`config.mk`:
```
export PLATFORM = sky130hd
export DESIGN_NAME = nvm_prefetch_buf
export DESIGN_NICKNAME = d
export VERILOG_FILES = /design/src/rtl/npb_pkg.sv /design/src/rtl/npb_line_store.sv /design/src/rtl/npb_fetch_ctl.sv /design/src/rtl/nvm_prefetch_buf.sv
export SDC_FILE = /design/constraint.sdc
export NUM_CORES = 1
export LEC_CHECK = 0
export ABC_AREA = 1
export BUFFER_PORTS_ARGS = -buffer_cell sky130_fd_sc_hd__buf_2
export CORE_UTILIZATION = 55
export CTS_CLUSTER_DIAMETER = 150
export DETAILED_ROUTE_END_ITERATION = 8
export PLACE_DENSITY_LB_ADDON = 0.15
export SLEW_MARGIN = 20
export SYNTH_ARGS = -nofsm -noshare
export SYNTH_HDL_FRONTEND = slang
export SYNTH_SLANG_ARGS = --single-unit
```
`constraint.sdc`:
```
create_clock -name clk -period 3.5 [get_ports clk]
set_clock_uncertainty 0.1 [all_clocks]
set_input_delay 0.525 -clock clk [delete_from_list [all_inputs] [get_ports clk]]
set_output_delay 0.525 -clock clk [all_outputs]
set_load 0.01 [all_outputs]
```
`src/rtl/npb_pkg.sv`:
```
package npb_pkg;
    localparam int ENTRIES  = 4;
    localparam int ENT_W    = $clog2(ENTRIES);
    localparam int DW       = 64;
    localparam int HW       = 32;
    localparam int FRQ_W    = 2;
    localparam int WORD_LSB = $clog2(DW / 8);
    localparam int LINE_LSB = $clog2(ENTRIES * DW / 8);

    localparam logic [1:0] HT_NONSEQ = 2'b10;
    localparam logic [1:0] HT_SEQ    = 2'b11;
    localparam logic [2:0] HB_WRAP8  = 3'b100;

    typedef logic [ENTRIES-1:0] emask_t;
    typedef logic [ENT_W-1:0]   eidx_t;

    // data-phase context of an accepted bus transfer
    typedef struct packed {
        logic  rd;
        logic  wrap;
        eidx_t ent;
        logic  half;
    } dph_t;

    // first pending entry after cur, searching upward modulo ENTRIES
    function automatic eidx_t next_pending(input emask_t p, input eidx_t cur);
        eidx_t r;
        logic  found;
        r     = cur;
        found = 1'b0;
        for (int k = 1; k < ENTRIES; k++) begin
            if (!found && p[eidx_t'(32'(cur) + k)]) begin
                r     = eidx_t'(32'(cur) + k);
                found = 1'b1;
            end
        end
        return r;
    endfunction
endpackage

```
`src/rtl/npb_line_store.sv`:
```
module npb_line_store
    import npb_pkg::*;
#(
    parameter int TAG_W = 15
) (
    input  logic             clk,
    input  logic             rst,
    input  logic             clr_all,
    input  logic             set_tag_en,
    input  logic [TAG_W-1:0] set_tag,
    input  logic             we,
    input  eidx_t            we_ent,
    input  logic [DW-1:0]    we_data,
    input  logic [TAG_W-1:0] lk_tag,
    input  eidx_t            lk_ent,
    input  logic             lk_half,
    output logic             hit,
    output logic [HW-1:0]    rd32,
    output emask_t           valid_o,
    output logic [TAG_W-1:0] tag_o
);
    logic [DW-1:0] dat_w [ENTRIES];
    logic [DW-1:0] sel_w;

    for (genvar g = 0; g < ENTRIES; g++) begin : g_ent
        logic          vld_q;
        logic [DW-1:0] dat_q;
        always_ff @(posedge clk) begin
            if (rst || clr_all || set_tag_en)
                vld_q <= 1'b0;
            else if (we && we_ent == eidx_t'(g))
                vld_q <= 1'b1;
            if (we && we_ent == eidx_t'(g))
                dat_q <= we_data;
        end
        assign valid_o[g] = vld_q;
        assign dat_w[g]   = dat_q;
    end

    always_ff @(posedge clk) begin
        if (rst)
            tag_o <= '0;
        else if (set_tag_en)
            tag_o <= set_tag;
    end

    assign hit   = (tag_o == lk_tag) && valid_o[lk_ent];
    assign sel_w = dat_w[lk_ent];
    assign rd32  = lk_half ? sel_w[DW-1:HW] : sel_w[HW-1:0];

    // a captured array word makes its entry valid on the next cycle
    p_fill_marks_r6: assert property (@(posedge clk) disable iff (rst)
        (we && !clr_all && !set_tag_en) |=> valid_o[$past(we_ent)]);
endmodule

```
`src/rtl/npb_fetch_ctl.sv`:
```
module npb_fetch_ctl
    import npb_pkg::*;
#(
    parameter int TAG_W = 15
) (
    input  logic                   clk,
    input  logic                   rst,
    input  logic                   kill,
    input  logic                   start,
    input  logic [TAG_W-1:0]       start_tag,
    input  eidx_t                  start_ent,
    input  emask_t                 start_mask,
    input  logic [FRQ_W-1:0]       freq,
    output logic                   busy,
    output logic [TAG_W+ENT_W-1:0] arr_addr,
    output logic                   cap_en,
    output eidx_t                  cap_ent
);
    logic             busy_q;
    emask_t           pend_q;
    emask_t           pend_n;
    eidx_t            cur_q;
    logic [FRQ_W-1:0] wcnt_q;
    logic [TAG_W-1:0] tag_q;

    assign pend_n   = pend_q & ~(emask_t'(1) << cur_q);
    assign cap_en   = busy_q && (wcnt_q == '0);
    assign cap_ent  = cur_q;
    assign busy     = busy_q;
    assign arr_addr = {tag_q, cur_q};

    always_ff @(posedge clk) begin
        if (rst || kill) begin
            busy_q <= 1'b0;
            pend_q <= '0;
            wcnt_q <= '0;
            if (rst) begin
                cur_q <= '0;
                tag_q <= '0;
            end
        end else if (start && !busy_q) begin
            busy_q <= 1'b1;
            pend_q <= start_mask;
            cur_q  <= start_ent;
            tag_q  <= start_tag;
            wcnt_q <= freq;
        end else if (busy_q) begin
            if (wcnt_q != '0) begin
                wcnt_q <= wcnt_q - 1'b1;
            end else begin
                pend_q <= pend_n;
                if (pend_n == '0) begin
                    busy_q <= 1'b0;
                end else begin
                    cur_q  <= next_pending(pend_n, cur_q);
                    wcnt_q <= freq;
                end
            end
        end
    end

    // address held for the whole access window
    p_hold_addr_r4: assert property (@(posedge clk) disable iff (rst)
        (busy_q && wcnt_q != '0 && !kill) |=> (busy && $stable(arr_addr)));
    // the entry being read is always one still owed to the line
    p_cur_pending_r6: assert property (@(posedge clk) disable iff (rst)
        busy_q |-> pend_q[cur_q]);
endmodule

```
`src/rtl/nvm_prefetch_buf.sv`:
```
module nvm_prefetch_buf
    import npb_pkg::*;
#(
    parameter int ADDR_W = 20
) (
    input  logic                     clk,
    input  logic                     rst,
    input  logic                     hsel,
    input  logic [1:0]               htrans,
    input  logic                     hwrite,
    input  logic [2:0]               hburst,
    input  logic [ADDR_W-1:2]        haddr,
    output logic                     hreadyout,
    output logic [HW-1:0]            hrdata,
    input  logic [FRQ_W-1:0]         freq_sel,
    input  logic                     flush,
    output logic                     nvm_req,
    output logic [ADDR_W-WORD_LSB-1:0] nvm_addr,
    input  logic [DW-1:0]            nvm_rdata
);
    localparam int TAG_W = ADDR_W - LINE_LSB;

    dph_t             dq_q;
    logic [TAG_W-1:0] dtag_q;
    logic             xfer, accept, wr_acc, kill, launch, tag_new;
    logic             hit_w, busy_w, cap_en;
    logic [HW-1:0]    rd32_w;
    emask_t           valid_w, start_mask;
    eidx_t            cap_ent;
    logic [TAG_W-1:0] tag_w;

    assign xfer   = hsel && (htrans == HT_NONSEQ || htrans == HT_SEQ);
    assign accept = xfer && hreadyout;
    assign wr_acc = accept && hwrite;
    assign kill   = flush || wr_acc;

    always_ff @(posedge clk) begin
        if (rst) begin
            dq_q   <= '0;
            dtag_q <= '0;
        end else if (hreadyout) begin
            dq_q.rd   <= accept && !hwrite;
            dq_q.wrap <= (hburst == HB_WRAP8);
            dq_q.ent  <= haddr[LINE_LSB-1:WORD_LSB];
            dq_q.half <= haddr[WORD_LSB-1];
            dtag_q    <= haddr[ADDR_W-1:LINE_LSB];
        end
    end

    assign tag_new = (tag_w != dtag_q);
    assign launch  = dq_q.rd && !hit_w && !busy_w && !kill;

    always_comb begin
        if (dq_q.wrap)
            start_mask = tag_new ? '1 : ~valid_w;
        else
            start_mask = emask_t'(1) << dq_q.ent;
    end

    npb_line_store #(.TAG_W(TAG_W)) u_store (
        .clk        (clk),
        .rst        (rst),
        .clr_all    (kill),
        .set_tag_en (launch && tag_new),
        .set_tag    (dtag_q),
        .we         (cap_en && !kill),
        .we_ent     (cap_ent),
        .we_data    (nvm_rdata),
        .lk_tag     (dtag_q),
        .lk_ent     (dq_q.ent),
        .lk_half    (dq_q.half),
        .hit        (hit_w),
        .rd32       (rd32_w),
        .valid_o    (valid_w),
        .tag_o      (tag_w)
    );

    npb_fetch_ctl #(.TAG_W(TAG_W)) u_fetch (
        .clk        (clk),
        .rst        (rst),
        .kill       (kill),
        .start      (launch),
        .start_tag  (dtag_q),
        .start_ent  (dq_q.ent),
        .start_mask (start_mask),
        .freq       (freq_sel),
        .busy       (busy_w),
        .arr_addr   (nvm_addr),
        .cap_en     (cap_en),
        .cap_ent    (cap_ent)
    );

    assign hreadyout = !(dq_q.rd && !hit_w);
    assign hrdata    = (dq_q.rd && hit_w) ? rd32_w : '0;
    assign nvm_req   = busy_w;

    p_reset_idle_r1: assert property (@(posedge clk)
        rst |=> (hreadyout && !nvm_req));
    // a stalled read with the array idle starts an access next cycle
    p_stall_launch_r3: assert property (@(posedge clk) disable iff (rst)
        (!hreadyout && !nvm_req && !flush) |=> nvm_req);
    p_write_abort_r9: assert property (@(posedge clk) disable iff (rst)
        wr_acc |=> !nvm_req);
    p_flush_abort_r10: assert property (@(posedge clk) disable iff (rst)
        flush |=> !nvm_req);
endmodule

```
==> impl_metrics.tcl, run 1 <==
set metrics [dict create \
    worst_r2r_endpoint "u_store.g_ent[1].dat_q[22]" \
    clk_path_buf_depth 3 \
    crit_arrival_ns 2.69 \
    synthToLayoutAreaGrowth_pct 16.5 \
    ff2ff_setup_slack_ns 0.57 \
    synth_ff_type "edfxtp_1" \
    fmax_ghz 0.302 \
    max_cap_violations 0 \
    synth_compound_area_share_pct 12.6 \
    final_hold_viol_count 0 \
    hold_end "u_store.g_ent[3].dat_q[9]" \
    start_util_pct 56.1 \
    cp_slowest_cell "buf_4" \
    crit_type "flip-flop to output port" \
    dpl.hpwl_um 14700 \
    routabilityCongestion 0.832 \
    vias_per_cell 5.56 \
    post_cts_buffers 0 \
    cts_buffers 34 \
    worst_pin_slew_ns 0.996 \
    clock-sinks 319 \
    hp-class "input port to flip-flop" \
    io-pin-count 145 \
    syn_nets 1061 \
    final_nets 1207 \
    die_area_um2 22900 \
    crit_fanout 63 \
    grt_pass1_wl_um 40200 \
    grt-ovfl-total 0 \
    synthCells 963 \
    hold-worst-slack_ns 0.135 \
    hold_depth 1 \
    port_buffers 143 \
    core-area_um2 21900 \
    path_clk_slew_ns 0.06 \
    cts_tree "yes" \
    run_status "completed" \
    place_ws_ns 0.545 \
    layout_setup_ws_ns 0.190 \
    die_height_um 151 \
    synth_cell_types 31 \
    area.sequential_um2 9120 \
    synth_commonest_cells "edfxtp_1, nand2_1, o22ai_1" \
    die_w_um 151 \
    setup_violations 0 \
    p_per_area_nw_per_um2 557 \
    totalWireLength_um 26500 \
    synthAdderAreaFrac_pct 0.408 \
    antenna_left 0 \
    ys_seq_elements 319 \
    maxSlewViolCount 0 \
    cpPeakStageDelay_ns 0.65 \
    synthMuxAreaShare_pct 0 \
    final_core_util_pct 65.3 \
    yosysMostFrequentCell "edfxtp_1" \
    critPathLaunchType "flip-flop" \
    end_kind "output port" \
    antenna_found_initial 4 \
    drt_iter0_drc 488 \
    synth_xor_area_share_pct 0.143 \
    yosys-top-cells-area "edfxtp_1, dfxtp_1, o22ai_1" \
    syn_area_um2 12300 \
    rsz0062_at_grt "false" \
    drive_above_1_share_pct 20.1 \
    path_cells "nand2_2 -> buf_4 -> o22ai_1 -> o21ai_0 -> nand2_1 -> nor2_1 -> buf_2" \
    max_slew_margin_pct 33.6 \
    cp_data_required_time_ns 2.87 \
    ys.warnings.count 0 \
    yosysSeqAreaShare_pct 74.3 \
    fin_crit_sh_pct 94.6 \
    worst-r2r-cell-count 9 \
    p_leak_uw 0.00533 \
    avgSynthCellArea_um2 12.8 \
    synth_edf_count 273 \
    drc 0 \
    yosys.area_share.simple_pct 8.43 \
    fillers 1669 \
    grt_max_degree 65 \
    worstSkewPairLatency_ns 0.50 \
    first_pass_iters 5 \
    h-tree-depth 2 \
    fin_setup_tns_ns 0 \
    wl_per_cell_um 18.7 \
    cts_root_buf "clkbuf_16" \
    r2r-start "dq_q[1]" \
    synth_top_family_by_area "compound AO/OA/AOI/OAI gates" \
    post-route-min-period_ns 3.31 \
    ir_drop_mv 0.378 \
    power_uw 7970 \
    vias 7870 \
    multi_input_area_um2 2650 \
    grt_usage_pct 23.4 \
    grt_pass1_vias 7598 \
    yosysTopAreaCell "edfxtp_1" \
    min-delay-start "nvm_rdata[9]" \
    synth_top_area_share_pct 66.8 \
    rows 54 \
    ys_async_sr_fraction_pct 0 \
]
==> per-layer routing <==
metal	vias to the layer above	global-route usage (%)	wire length (µm)
met5	-	0	20
met4	4	6.85	396
met3	33	4.70	1800
met2	217	39.2	13000
met1	3772	31.0	11300
li1	3844	-	-
==> through the flow <==
step / cells / instance area [µm²]
3_3_place_gp: 1353 / 13300
3_5_place_dp: 1353 / 13300
2_1_floorplan: 963 / 12300
5_1_grt: 1412 / 14300
6_report: 1415 / 14300
4_1_cts: 1412 / 14300
==> layout by cell type, fill, tap and decap left out, drive strengths merged <==
master,count
clkinv,15
inv,71
a21oi,42
nand4,9
buf,158
nor2,69
bufinv,1
dfxtp,46
ha,4
o21ai,104
a41oi,1
clkbuf,44
xor2,1
nor3b,1
xnor2,1
diode,3
o2111ai,1
nand3,28
edfxtp,273
nand2,137
o22ai,126
==> area by class of cell <==
type	instances	area share [%]
flip-flops and latches	319	63.8
well taps	280	2.45
diodes	3	0.0525
multi-input cells	524	18.5
clock inverters	15	0.682
inverters	72	1.94
clock buffers	44	6.36
repair buffers	158	6.23
==> repair_timing <==
| action | in CTS | in global routing |
|---|---|---|
| resized for setup | 0 | 1 |
| hold buffers | 0 | 0 |
| setup endpoints to repair | 0 | 1 |
==> cells by family after synthesis <==
family                   count (synthesis)
XOR/XNOR                                 2
buffers and inverters                  120
AO/OA/AOI/OAI                          274
adder cells (fa/ha/maj)                  4
AND/OR/NAND/NOR                        244
flip-flops                             319
==> sequential cells by signal, summed over array words and instances, names as in the netlist <==
signal / cells
u_fetch.cap_ent: 2
u_fetch.tag_q: 15
u_fetch.pend_q: 4
u_fetch.wcnt_q: 2
u_fetch.busy: 1
u_store.g_ent.vld_q: 4
dq_q: 5
u_store.tag_o: 15
dtag_q: 15
u_store.g_ent.dat_q: 256
==> critical path, delay by kind of cell (launching register included) <==
family | cells | cell delay, ns
AO/OA/AOI/OAI | 2 | 0.38
AND/OR/NAND/NOR | 3 | 0.46
buffers and inverters | 2 | 0.84
flip-flops | 1 | 0.43
==> worst max path at each step <==
| stage | start | endpoint | slack (ns) |
|---|---|---|---|
| after CTS | dq_q[2] | hrdata[16] | 0.22 |
| after global routing | dq_q[1] | hrdata[0] | 0.05 |
| final | dq_q[1] | hrdata[31] | 0.19 |
| after detailed placement | dq_q[1] | u_store.g_ent[1].dat_q[28] | 0.55 |
| after floorplan | dq_q[2] | u_store.g_ent[0].dat_q[0] | 0.55 |
| after global placement | dq_q[1] | u_store.g_ent[2].dat_q[46] | 0.57 |
==> report_power, final <==
part / total (µW) / switching [µW] / leakage, µW / internal, µW
Sequential: 4190 / 28.9 / 0.00285 / 4160
Clock: 3260 / 1360 / 0.000500 / 1910
Combinational: 516 / 339 / 0.00197 / 177
No activity file was read; power rests on OpenSTA's default activity.
==> run 2: changes to the inputs <==
--- a/config.mk
+++ b/config.mk
@@ -7,7 +7,7 @@
 export LEC_CHECK = 0
 export ABC_AREA = 1
 export BUFFER_PORTS_ARGS = -buffer_cell sky130_fd_sc_hd__buf_2
-export CORE_UTILIZATION = 55
+export CORE_UTILIZATION = 50
 export CTS_CLUSTER_DIAMETER = 150
 export DETAILED_ROUTE_END_ITERATION = 8
 export PLACE_DENSITY_LB_ADDON = 0.15
==> impl_metrics.tcl, run 2 (synthesized netlist as in run 1, its figures left out) <==
set metrics [dict create \
    path_cells "nand2_2 -> buf_4 -> o22ai_1 -> o21ai_0 -> nand2_1 -> nor2_1 -> buf_2" \
    final_cell_mix "edfxtp_1, buf_2, nand2_1" \
    clock-sinks 319 \
    vias_per_cell 5.44 \
    max_cap_violations 0 \
    post-route-min-period_ns 3.21 \
    crit_type "flip-flop to output port" \
    start_util_pct 51.7 \
    grt_max_degree 64 \
    p_per_area_nw_per_um2 562 \
    die_area_um2 25200 \
    worst_pin_slew_ns 0.843 \
    fmax_ghz 0.311 \
    totalWireLength_um 26500 \
    clk_path_buf_depth 3 \
    drc 0 \
    hp-class "input port to flip-flop" \
    ir_drop_mv 0.426 \
    cp_slowest_cell "buf_4" \
    rsz0062_at_grt "false" \
    final_core_util_pct 60.6 \
    drive_above_1_share_pct 20.2 \
    setup_violations 0 \
    first_pass_iters 5 \
    cts_resized 0 \
    dpl.hpwl_um 14800 \
    die_height_um 159 \
    post_cts_buffers 0 \
    synthToLayoutAreaGrowth_pct 17.3 \
    final_nets 1212 \
    h-tree-depth 2 \
    worstSkewPairLatency_ns 0.51 \
    r2r-start "dq_q[2]" \
    critPathBufInv 2 \
    io-pin-count 145 \
    vias 7932 \
    fillers 1902 \
    cp_top_family "buffers and inverters" \
    final_common_cell "edfxtp_1" \
    critPathLaunchType "flip-flop" \
    fin_crit_sh_pct 91.8 \
    max_flop_register "u_store.g_ent.dat_q" \
    crit_path_start "dq_q[1]" \
    run_status "completed" \
    hold_depth 1 \
    final_hold_viol_count 0 \
    crit_arrival_ns 2.59 \
    p_leak_uw 0.00535 \
    drt_iter0_drc 519 \
    cp_data_required_time_ns 2.87 \
    port_buffers 143 \
    grt_pass1_wl_um 41400 \
    cpPeakStageDelay_ns 0.65 \
    grt_usage_pct 21.0 \
    grt-ovfl-total 0 \
    max_slew_margin_pct 43.8 \
    largest_reg_flops 256 \
    cts_buffers 35 \
    ff2ff_setup_slack_ns 0.82 \
    core-area_um2 23800 \
    layout_setup_ws_ns 0.286 \
    crit_fanout 63 \
    antenna_left 0 \
    cts.hold.buffers_added 0 \
    cts_tree "yes" \
    cts_root_buf "clkbuf_16" \
    die_w_um 159 \
    worst_r2r_endpoint "u_store.g_ent[1].dat_q[0]" \
    rows 56 \
    place_ws_ns 0.794 \
    wl_per_cell_um 18.2 \
    worst-r2r-cell-count 10 \
    fin_setup_tns_ns 0 \
    grt_pass1_vias 7716 \
    antenna_found_initial 5 \
    maxSlewViolCount 0 \
    hold_end "u_store.g_ent[0].dat_q[60]" \
    routabilityCongestion 0.872 \
    min-delay-start "nvm_rdata[60]" \
    path_clk_slew_ns 0.06 \
    end_kind "output port" \
]
[run 2: cell count changes in the layout (fill, tap and decap cells not counted), moves of 2 or more]
cell        before  now
inv_2            9    5
buf_4           10   16
clkbuf_1         9    6
clkinvlp_4       0    2
clkinv_1         7   12
buf_12           5    3
[run 2: final cells by class]
| cell class | instances | area [µm²] | share of cell area [%] |
|---|---|---|---|
| Antenna cell | 3 | 7.51 | 0.0521 |
| Clock buffer | 41 | 898 | 6.24 |
| Clock inverter | 19 | 148 | 1.03 |
| Tap cell | 319 | 399 | 2.77 |
| Timing Repair Buffer | 162 | 896 | 6.22 |
| Sequential cell | 319 | 9120 | 63.3 |
| Inverter | 72 | 283 | 1.96 |
| Multi-Input combinational cell | 524 | 2650 | 18.4 |
[run 2: worst register-to-register path, delay by kind of cell, from the launching register on]
kind,cells,cell delay [ns]
and+or+nand+nor,6,0.75
DFF,1,0.43
buffers and inverters,3,0.83
AOI/OAI and AO/OA,1,0.17
[run 2: worst max-delay path by stage]
stage	slack, ns	to	cells past startpoint
3_5_place_dp	0.79	u_fetch.tag_q[1]	7
5_1_grt	0.08	hrdata[22]	7
3_3_place_gp	0.79	hrdata[22]	7
4_1_cts	0.26	hrdata[22]	7
2_1_floorplan	0.55	u_store.g_ent[0].dat_q[0]	10
6_report	0.29	hrdata[22]	7
[run 2: routing by layer]
layer / vias up / share of wire [%] / routed length, µm / global-route usage (%)
met3: 56 / 6.1 / 1620 / 4.13
met1: 3792 / 44 / 11700 / 28.0
met4: 4 / 2.6 / 680 / 7.86
met5: - / 0.090 / 24 / 0
li1: 3855 / - / - / -
met2: 225 / 47 / 12500 / 34.2
[run 2: where the power goes]
| group | leakage, µW | switching (µW) | internal, µW |
|---|---|---|---|
| registers | 0.00285 | 28.3 | 4160 |
| logic | 0.00199 | 347 | 178 |
| clock network | 0.000505 | 1400 | 1980 |
| total | 0.00535 | 1770 | 6320 |
[run 2: stage by stage]
| stage | area [µm²] | total power, µW | hold WS [ns] | instances |
|---|---|---|---|---|
| 3_3_place_gp | 13300 | 4790 | 0.351 | 1396 |
| 6_report | 14400 | 8100 | 0.123 | 1459 |
| 3_5_place_dp | 13300 | 4800 | 0.359 | 1396 |
| 4_1_cts | 14400 | 8150 | 0.109 | 1456 |
| 5_1_grt | 14400 | 8360 | 0.111 | 1459 |
| 2_1_floorplan | 12300 | 4590 | 0.344 | 963 |
